==> config.mk <==
export PLATFORM = sky130hd
export DESIGN_NAME = trap_gate_ctrl
export DESIGN_NICKNAME = d
export VERILOG_FILES = /design/src/rtl/trap_pkg.sv /design/src/rtl/trap_prio.sv /design/src/rtl/trap_edge_latch.sv /design/src/rtl/trap_dbg_sticky.sv /design/src/rtl/trap_state_regs.sv /design/src/rtl/trap_gate_ctrl.sv
export SDC_FILE = /design/constraint.sdc
export NUM_CORES = 1
export LEC_CHECK = 0
export ABC_AREA = 1
export BUFFER_PORTS_ARGS = -buffer_cell sky130_fd_sc_hd__buf_4
export CAP_MARGIN = 20
export CORE_ASPECT_RATIO = 1.5
export CORE_UTILIZATION = 54
export DETAILED_ROUTE_END_ITERATION = 6
export GPL_ROUTABILITY_DRIVEN = 0
export PLACE_DENSITY = 0.87
export SYNTH_ARGS = -nofsm -noshare
export SYNTH_HDL_FRONTEND = slang
export SYNTH_HIERARCHICAL = 1
export SYNTH_SLANG_ARGS = --single-unit
==> constraint.sdc <==
create_clock -name clk -period 3.6 [get_ports clk]
set_input_delay 0.18 -clock clk [delete_from_list [all_inputs] [get_ports clk]]
set_output_delay 0.18 -clock clk [all_outputs]
set_load 0.02 [all_outputs]
==> src/rtl/trap_pkg.sv <==
package trap_pkg;
    localparam int B_WAIT   = 0;
    localparam int B_USER   = 1;
    localparam int B_FPU    = 2;
    localparam int B_FPX0   = 3;
    localparam int B_FPX1   = 4;
    localparam int B_IXLAT  = 5;
    localparam int B_DXLAT  = 6;
    localparam int B_NC_EN  = 7;
    localparam int B_CR_EN  = 8;
    localparam int B_DB_EN  = 9;
    localparam int MIN_STATE_W = 10;

    localparam int NSRC = 5;
    localparam int SRC_MCHK = 0;
    localparam int SRC_CRIT = 1;
    localparam int SRC_WDOG = 2;
    localparam int SRC_DBG  = 3;
    localparam int SRC_EXT  = 4;

    typedef enum logic [2:0] {
        VEC_NONE = 3'd0,
        VEC_MCHK = 3'd1,
        VEC_CRIT = 3'd2,
        VEC_WDOG = 3'd3,
        VEC_DBG  = 3'd4,
        VEC_EXT  = 3'd5
    } trap_vec_e;

    typedef enum logic {
        ST_RUN   = 1'b0,
        ST_ENTRY = 1'b1
    } trap_fsm_e;
endpackage

==> src/rtl/trap_prio.sv <==
module trap_prio #(
    parameter int N = 5,
    localparam int IW = (N > 1) ? $clog2(N) : 1
) (
    input  logic [N-1:0]  req,
    output logic          any,
    output logic [IW-1:0] idx
);
    always_comb begin
        any = 1'b0;
        idx = '0;
        for (int i = N - 1; i >= 0; i--) begin
            if (req[i]) begin
                any = 1'b1;
                idx = IW'(i);
            end
        end
    end
endmodule

==> src/rtl/trap_edge_latch.sv <==
module trap_edge_latch (
    input  logic clk,
    input  logic rst_n,
    input  logic pin,
    input  logic clr,
    output logic pend
);
    logic pin_d;
    logic rise;

    assign rise = pin & ~pin_d;

    always_ff @(posedge clk) begin
        if (!rst_n) begin
            pin_d <= 1'b0;
            pend  <= 1'b0;
        end else begin
            pin_d <= pin;
            pend  <= rise | (pend & ~clr);
        end
    end
endmodule

==> src/rtl/trap_dbg_sticky.sv <==
module trap_dbg_sticky (
    input  logic clk,
    input  logic rst_n,
    input  logic event_in,
    input  logic taken,
    input  logic clr_wr,
    input  logic clr_data,
    output logic stat
);
    logic sw_clr;
    logic set_now;

    assign sw_clr  = clr_wr & clr_data;
    assign set_now = event_in & ~taken;

    always_ff @(posedge clk) begin
        if (!rst_n) begin
            stat <= 1'b0;
        end else begin
            stat <= set_now | (stat & ~sw_clr & ~taken);
        end
    end
endmodule

==> src/rtl/trap_state_regs.sv <==
module trap_state_regs
    import trap_pkg::*;
#(
    parameter int STATE_W = 16
) (
    input  logic               clk,
    input  logic               rst_n,
    input  logic               entry,
    input  logic               entry_crit,
    input  logic               wr_en,
    input  logic [STATE_W-1:0] wr_data,
    input  logic               ret_nc,
    input  logic               ret_cr,
    output logic [STATE_W-1:0] state_q,
    output logic [STATE_W-1:0] save_nc_q,
    output logic [STATE_W-1:0] save_cr_q
);
    logic [STATE_W-1:0] clr_mask;

    always_comb begin
        clr_mask = '0;
        for (int b = B_WAIT; b <= B_DXLAT; b++) begin
            clr_mask[b] = 1'b1;
        end
        clr_mask[B_NC_EN] = 1'b1;
        if (entry_crit) begin
            clr_mask[B_CR_EN] = 1'b1;
            clr_mask[B_DB_EN] = 1'b1;
        end
    end

    always_ff @(posedge clk) begin
        if (!rst_n) begin
            state_q   <= '0;
            save_nc_q <= '0;
            save_cr_q <= '0;
        end else if (entry) begin
            state_q <= state_q & ~clr_mask;
            if (entry_crit) begin
                save_cr_q <= state_q;
            end else begin
                save_nc_q <= state_q;
            end
        end else if (ret_cr) begin
            state_q <= save_cr_q;
        end else if (ret_nc) begin
            state_q <= save_nc_q;
        end else if (wr_en) begin
            state_q <= wr_data;
        end
    end
endmodule

==> src/rtl/trap_gate_ctrl.sv <==
module trap_gate_ctrl
    import trap_pkg::*;
#(
    parameter int STATE_W = 16
) (
    input  logic               clk,
    input  logic               rst_n,
    input  logic               ext_req,
    input  logic               crit_req,
    input  logic               wdog_req,
    input  logic               dbg_event,
    input  logic               mchk_pin,
    input  logic               state_wr_en,
    input  logic [STATE_W-1:0] state_wr_data,
    input  logic               dbg_clr_wr,
    input  logic               dbg_clr_data,
    input  logic               ret_nc,
    input  logic               ret_cr,
    output logic               take,
    output logic [2:0]         take_vec,
    output logic               take_crit,
    output logic [STATE_W-1:0] state_q,
    output logic [STATE_W-1:0] save_nc_q,
    output logic [STATE_W-1:0] save_cr_q,
    output logic               dbg_stat
);
    localparam int IW = $clog2(NSRC);

    trap_fsm_e      fsm_q, fsm_d;
    logic [NSRC-1:0] req;
    logic           any;
    logic [IW-1:0]  idx;
    logic           arb_ok;
    logic           entry;
    logic           entry_crit;
    logic           mchk_pend;
    logic           dbg_taken;
    logic [2:0]     vec_q;
    logic           crit_q;

    // Request vector in priority order (index 0 highest)
    assign req[SRC_MCHK] = mchk_pend;
    assign req[SRC_CRIT] = crit_req & state_q[B_CR_EN];
    assign req[SRC_WDOG] = wdog_req & state_q[B_CR_EN];
    assign req[SRC_DBG]  = (dbg_event | dbg_stat) & state_q[B_DB_EN];
    assign req[SRC_EXT]  = ext_req & state_q[B_NC_EN];

    trap_prio #(.N(NSRC)) u_prio (
        .req (req),
        .any (any),
        .idx (idx)
    );

    assign arb_ok     = (fsm_q == ST_RUN);
    assign entry      = arb_ok & any;
    assign entry_crit = (idx != IW'(SRC_EXT));
    assign dbg_taken  = entry & (idx == IW'(SRC_DBG));

    trap_edge_latch u_mchk (
        .clk   (clk),
        .rst_n (rst_n),
        .pin   (mchk_pin),
        .clr   (entry & (idx == IW'(SRC_MCHK))),
        .pend  (mchk_pend)
    );

    trap_dbg_sticky u_dbg (
        .clk      (clk),
        .rst_n    (rst_n),
        .event_in (dbg_event),
        .taken    (dbg_taken),
        .clr_wr   (dbg_clr_wr),
        .clr_data (dbg_clr_data),
        .stat     (dbg_stat)
    );

    trap_state_regs #(.STATE_W(STATE_W)) u_regs (
        .clk        (clk),
        .rst_n      (rst_n),
        .entry      (entry),
        .entry_crit (entry_crit),
        .wr_en      (state_wr_en),
        .wr_data    (state_wr_data),
        .ret_nc     (ret_nc),
        .ret_cr     (ret_cr),
        .state_q    (state_q),
        .save_nc_q  (save_nc_q),
        .save_cr_q  (save_cr_q)
    );

    // Next state: T_TAKE (ST_RUN -> ST_ENTRY), T_SETTLE (ST_ENTRY -> ST_RUN)
    always_comb begin
        fsm_d = fsm_q;
        unique case (fsm_q)
            ST_RUN:   fsm_d = any ? ST_ENTRY : ST_RUN;
            ST_ENTRY: fsm_d = ST_RUN;
        endcase
    end

    always_ff @(posedge clk) begin
        if (!rst_n) begin
            fsm_q  <= ST_RUN;
            vec_q  <= VEC_NONE;
            crit_q <= 1'b0;
        end else begin
            fsm_q <= fsm_d;
            if (entry) begin
                vec_q  <= 3'(idx) + 3'd1;
                crit_q <= entry_crit;
            end
        end
    end

    always_comb begin
        take      = (fsm_q == ST_ENTRY);
        take_vec  = vec_q;
        take_crit = crit_q;
    end
endmodule

# Word-level counts from Yosys, hierarchy flattened
# Cells that the tools add are included.
# classes
bitwise_logic	24
n_reduce_logical	4
mux	17
eq_ne	2
n_addsub	1
# op_table
cell	count
two-way mux 16 bit	4
AND 16 bit	1
inverter 10 -> 16 bit	1
two-way mux 3 bit	5
AND 1 bit	13
two-way mux 1 bit	6
inverter 1 bit	6
AND reduction 2 bit	2
nonzero test 4 bit	1
adder 3 x 1 -> 3 bit (second input constant)	1
equality test 3 x 2 -> 1 bit (second input constant)	1
zero test 3 bit	1
!= test 3 bit (second input constant)	1
bitwise OR 1 bit	3
two-way mux 2 bit	1
case mux 1 bit (2 select lines)	1
# totals
elab_cells	57
output_inout_bits	54
inputBits	28
regBits	56

# Logic depth before layout (Yosys ltp)
# depth
depth_word	11
ltp_mapped	13
mapped_depth_nobuf	13

# By module
# The synthesis kept the hierarchy.
# by_module_without_submodules
module	area_per_inst_um2	seq_area_each_um2	cells_each	instances
trap_state_regs	2119.5	960.9	295	1
trap_gate_ctrl	301.5	100.1	47	1
trap_edge_latch	68.8	40.0	9	1
trap_prio	53.8	0.0	11	1
trap_dbg_sticky	47.5	20.0	7	1

# Worst setup path before layout
# OpenSTA, ideal clock, no wires.
# synth_path
path_type	register to register
start	register u_regs.state_q[9]
end	register u_regs.save_cr_q[7]
arrival_ps	1840
path_buffers	1
path_slack_ps	1641
path_stages_with_launch	11
path_cell_list	dfxtp_1 -> o21a_1 -> nand2_1 -> a21oi_1 -> inv_1 -> ha_1 -> nand2_1 -> nand2_1 -> clkbuf_1 -> o21ai_0 -> a21oi_1
# synth_between
elab_chain_cells	7
# synth_rtl
item	line	rtl
from (decl)	trap_state_regs.sv:14	output logic [STATE_W-1:0] state_q,
from (signal assigned)	trap_state_regs.sv:38	state_q <= state_q & ~clr_mask;
from (signal assigned)	trap_state_regs.sv:45	state_q <= save_cr_q;
from (signal assigned)	trap_state_regs.sv:47	state_q <= save_nc_q;
AND 1 bit	trap_gate_ctrl.sv:45	assign req[SRC_DBG] = (dbg_event | dbg_stat) & state_q[B_DB_EN];
via req[3]	trap_gate_ctrl.sv:30	logic [NSRC-1:0] req;
two-way mux 3 bit (4 in series)	trap_prio.sv:13	if (req[i]) begin
via idx[0]	trap_gate_ctrl.sv:32	logic [IW-1:0] idx;
!= test 3 bit	trap_gate_ctrl.sv:56	assign entry_crit = (idx != IW'(SRC_EXT));
via entry_crit	trap_gate_ctrl.sv:35	logic entry_crit;
AND reduction 2 bit (no source line)	--	
to (signal assigned)	trap_state_regs.sv:40	save_cr_q <= state_q;
to (decl)	trap_state_regs.sv:16	output logic [STATE_W-1:0] save_cr_q
# The timed path passes the listed nets, and every way through them passes these cells.
# A chain may end at the register's enable or synchronous reset.

# Worst setup path after layout
# layout_path
start	register u_regs.state_q[8]
end	register u_regs.save_cr_q[9]
# layout_between
elab_chain_cells	6
# layout_rtl
item	line	rtl
AND 1 bit	trap_gate_ctrl.sv:44	assign req[SRC_WDOG] = wdog_req & state_q[B_CR_EN];
via req[2]	trap_gate_ctrl.sv:30	
two-way mux 3 bit (3 in series)	trap_prio.sv:13	
via idx[0]	trap_gate_ctrl.sv:32	
!= test 3 bit	trap_gate_ctrl.sv:56	
via entry_crit	trap_gate_ctrl.sv:35	
AND reduction 2 bit (no source line)	--	
# The timed path passes the listed nets, and every way through them passes these cells.

==> flow_metrics.py <==
metrics = {
    "min_path": {
        "min_path_type": "input port to flip-flop",
    },
    "setup_path": {
        "cp.arrival_ns": 2.81,
        "crit_type": "flip-flop to flip-flop",
        "crit_fanout": 24,
        "cp_slowest_cell": "nand2_1",
        "crit_chain": "nand2_1, inv_1, inv_1, nand2_1, a21oi_1, inv_1, ha_1, nand2_1, nand2_1, clkinv_1, o21ai_0, a21oi_1",
        "cp-start-kind": "flip-flop",
        "slowest_delay_ns": 0.57,
        "end_kind": "flip-flop",
        "crit_path_frequent_cell": "nand2_1",
        "worstPathRequired_ns": 3.80,
    },
    "synth": {
        "ys.flop_type": "dfxtp_1",
        "synth-seq-cells": 56,
        "ys_warn_count": 6,
        "avgSynthCellArea_um2": 7.02,
        "synth_edf_count": 0,
        "synthCells": 369,
        "synth_top_family_by_area": "simple AND/OR/NAND/NOR gates",
        "async_flop_share_pct": 0,
        "yosys.area_share.simple_pct": 30.8,
        "synth-xor-area-share_pct": 0,
        "synth_compound_area_share_pct": 14.0,
        "syn_area_mm2": 0.00259,
        "ys_seq_area_share_pct": 43.3,
        "synth_cell_types": 24,
        "synthAdderAreaFrac_pct": 1.45,
        "synth_mux_area_share_pct": 0,
        "syn-num-nets": 400,
    },
    "timing": {
        "rsz0062_at_grt": "no",
        "skew_ns": 0.00580,
        "final.setup.tns_ns": 0,
        "fin_crit_sh_pct": 72.7,
        "max_slew_margin_pct": 53.9,
        "maxSlewViolCount": 0,
        "hold_slack_ns": 0.0553,
        "layout_min_cycle_time_ns": 2.62,
        "setup_viol": 0,
        "fmax_ghz": 0.382,
        "tightest_slew_ns": 0.690,
        "hold_viol_final": 0,
    },
    "pwr": {
        "peakVddDrop_mv": 0.365,
        "power_w": 0.00161,
        "powerDensity_mw_per_mm2": 495,
        "p_leak_nw": 1.60,
    },
    "global_route": {
        "grt_overflow": 0,
        "grt_pass1_vias": 2490,
        "grt_pass1_wl_mm": 11.0,
        "met3_usage_pct": 5.07,
        "antenna_found_initial": 0,
        "met2_usage_pct": 48.6,
        "track_usage_pct": 27.8,
        "grtUsageMet1_pct": 32.6,
        "grt_max_degree": 49,
        "gr-max-usage-layer": "met2",
    },
    "cells_and_area": {
        "fin_area_mm2": 0.00325,
        "utilization_pct": 71.0,
        "n_antenna_cell": 0,
        "layout-drive-gt1-share_pct": 22.9,
        "fin_nets": 471,
        "syn2layout_area_growth_pct": 25.5,
    },
    "run": {
        "drv_cap": 0,
    },
    "clock_network": {
        "cts_buffers": 5,
        "cts_buffer_depth": 2,
        "cts.sinks": 56,
        "cts_resized": 0,
        "cts_hold_buf": 0,
        "worstSkewPairLatency_ns": 0.30,
        "clk_pin_slew_ns": 0.09,
        "cts_root_buf": "clkbuf_8",
        "postCtsSetupBuffers": 0,
        "cts_tree": "done",
        "htree_levels": 2,
    },
    "die": {
        "io_pins": 82,
        "coreArea_mm2": 0.00458,
        "die_w_um": 58.6,
        "die_h_um": 86.8,
        "dieArea_mm2": 0.00509,
        "initial_utilization_pct": 56.6,
        "core.rowCount": 30,
    },
    "drt": {
        "vias": 2671,
        "drt_iter0_markers": 185,
        "via_per_inst": 5.29,
        "drc": 0,
        "routedWlPerCell_um": 13.1,
        "wl_mm": 6.64,
        "antenna_left": 0,
        "drtPass1Iterations": 4,
    },
    "place": {
        "place_hpwl_mm": 4.51,
        "port_buffers": 81,
        "place_area_mm2": 0.00316,
    },
    "status": {
        "status": "complete, no violations",
    },
}
-- routing by layer --
| layer | share of wire (%) | routed length [um] | vias up |
|---|---|---|---|
| met2 | 51 | 3390 | 136 |
| met3 | 8.4 | 560 | 11 |
| met5 | 0 | 0 | - |
| li1 | - | - | 1313 |
| met4 | 1.7 | 116 | 0 |
| met1 | 39 | 2570 | 1211 |
-- sequential cells by signal (all words and copies together) (netlist names), 3 cells and up --
name,flops
u_regs/save_nc_q,16
u_regs/save_cr_q,16
take_vec,3
u_regs/state_q,16
-- cells in the mapped netlist, types with 4 or more instances --
library cell  number  area [um2]
nand2_1           79         297
nand4_1            8        50.1
buf_2              4        20.0
nand3_1           24         120
dfxtp_1           56        1120
a21oi_1           28         140
o21ai_0           38         190
nor2_1            66         248
inv_1             31         116
clkbuf_1           5        18.8
buf_6              5        56.3
-- layout by cell type (no fill, tap or decap), types with 2 or more instances in the layout --
cell	n
dfxtp_1	56
nand2_1	79
clkbuf_1	2
inv_1	31
inv_2	2
buf_4	81
o21ai_0	38
clkinv_1	3
clkbuf_8	6
a21oi_1	28
inv_4	3
nor2_2	3
nand3_1	24
ha_1	3
nand4_1	8
nor2_1	66
nor2_8	2
-- path summary, 6_finish.rpt --
kind | startpoint | end | cells past startpoint | slack, ns
worst min register to register | u_mchk/pin_d$_SDFF_PN0_ | u_mchk/pend$_SDFF_PN0_ | 3 | 0.47
worst min-delay path | mchk_pin | u_mchk/pin_d$_SDFF_PN0_ | 3 | 0.06
worst max-delay path | u_regs/state_q[8]$_SDFFE_PN0P_ | u_regs/save_cr_q[9]$_SDFFE_PN0P_ | 12 | 0.98
worst max register to register | u_regs/state_q[8]$_SDFFE_PN0P_ | u_regs/save_cr_q[9]$_SDFFE_PN0P_ | 12 | 0.98
-- worst max-delay path: cells and delay by family, from the launching register on --
family                     cells  cell delay (ns)
buffers and inverters          4             0.65
AOI/OAI and AO/OA              3             0.42
DFF                            1             0.42
adders and majority gates      1             0.16
and+or+nand+nor                4             0.86
-- final cells by class --
type | instances | area, um2
repair buffers | 81 | 608
flip-flops and latches | 56 | 1120
well taps | 64 | 80.1
clock buffers | 8 | 90.1
fillers | 404 | 1330
multi-input cells | 257 | 1200
inverters | 39 | 154
-- cells by family (layout without fill, tap and decap cells) --
| kind of cell | Yosys count | in the layout |
|---|---|---|
| flops | 56 | 56 |
| buf+inv | 56 | 128 |
| simple gates | 185 | 185 |
| fa+ha+maj | 3 | 3 |
| compound gates | 69 | 69 |
-- per-stage QoR --
step	cells	setup WS, ns
after floorplan	369	1.64
after global placement	497	1.20
after detailed placement	497	1.01
after CTS	505	1.01
after global routing	505	0.741
final	505	0.984
-- report_power, final --
part           total (W)  leakage (nW)  internal (W)  switching [W]
logic           0.000503          1.09      0.000188       0.000315
clock network   0.000347        0.0455      0.000157       0.000189
registers       0.000759         0.459      0.000696      0.0000630
Note: power is estimated with default switching activity, not from simulation.
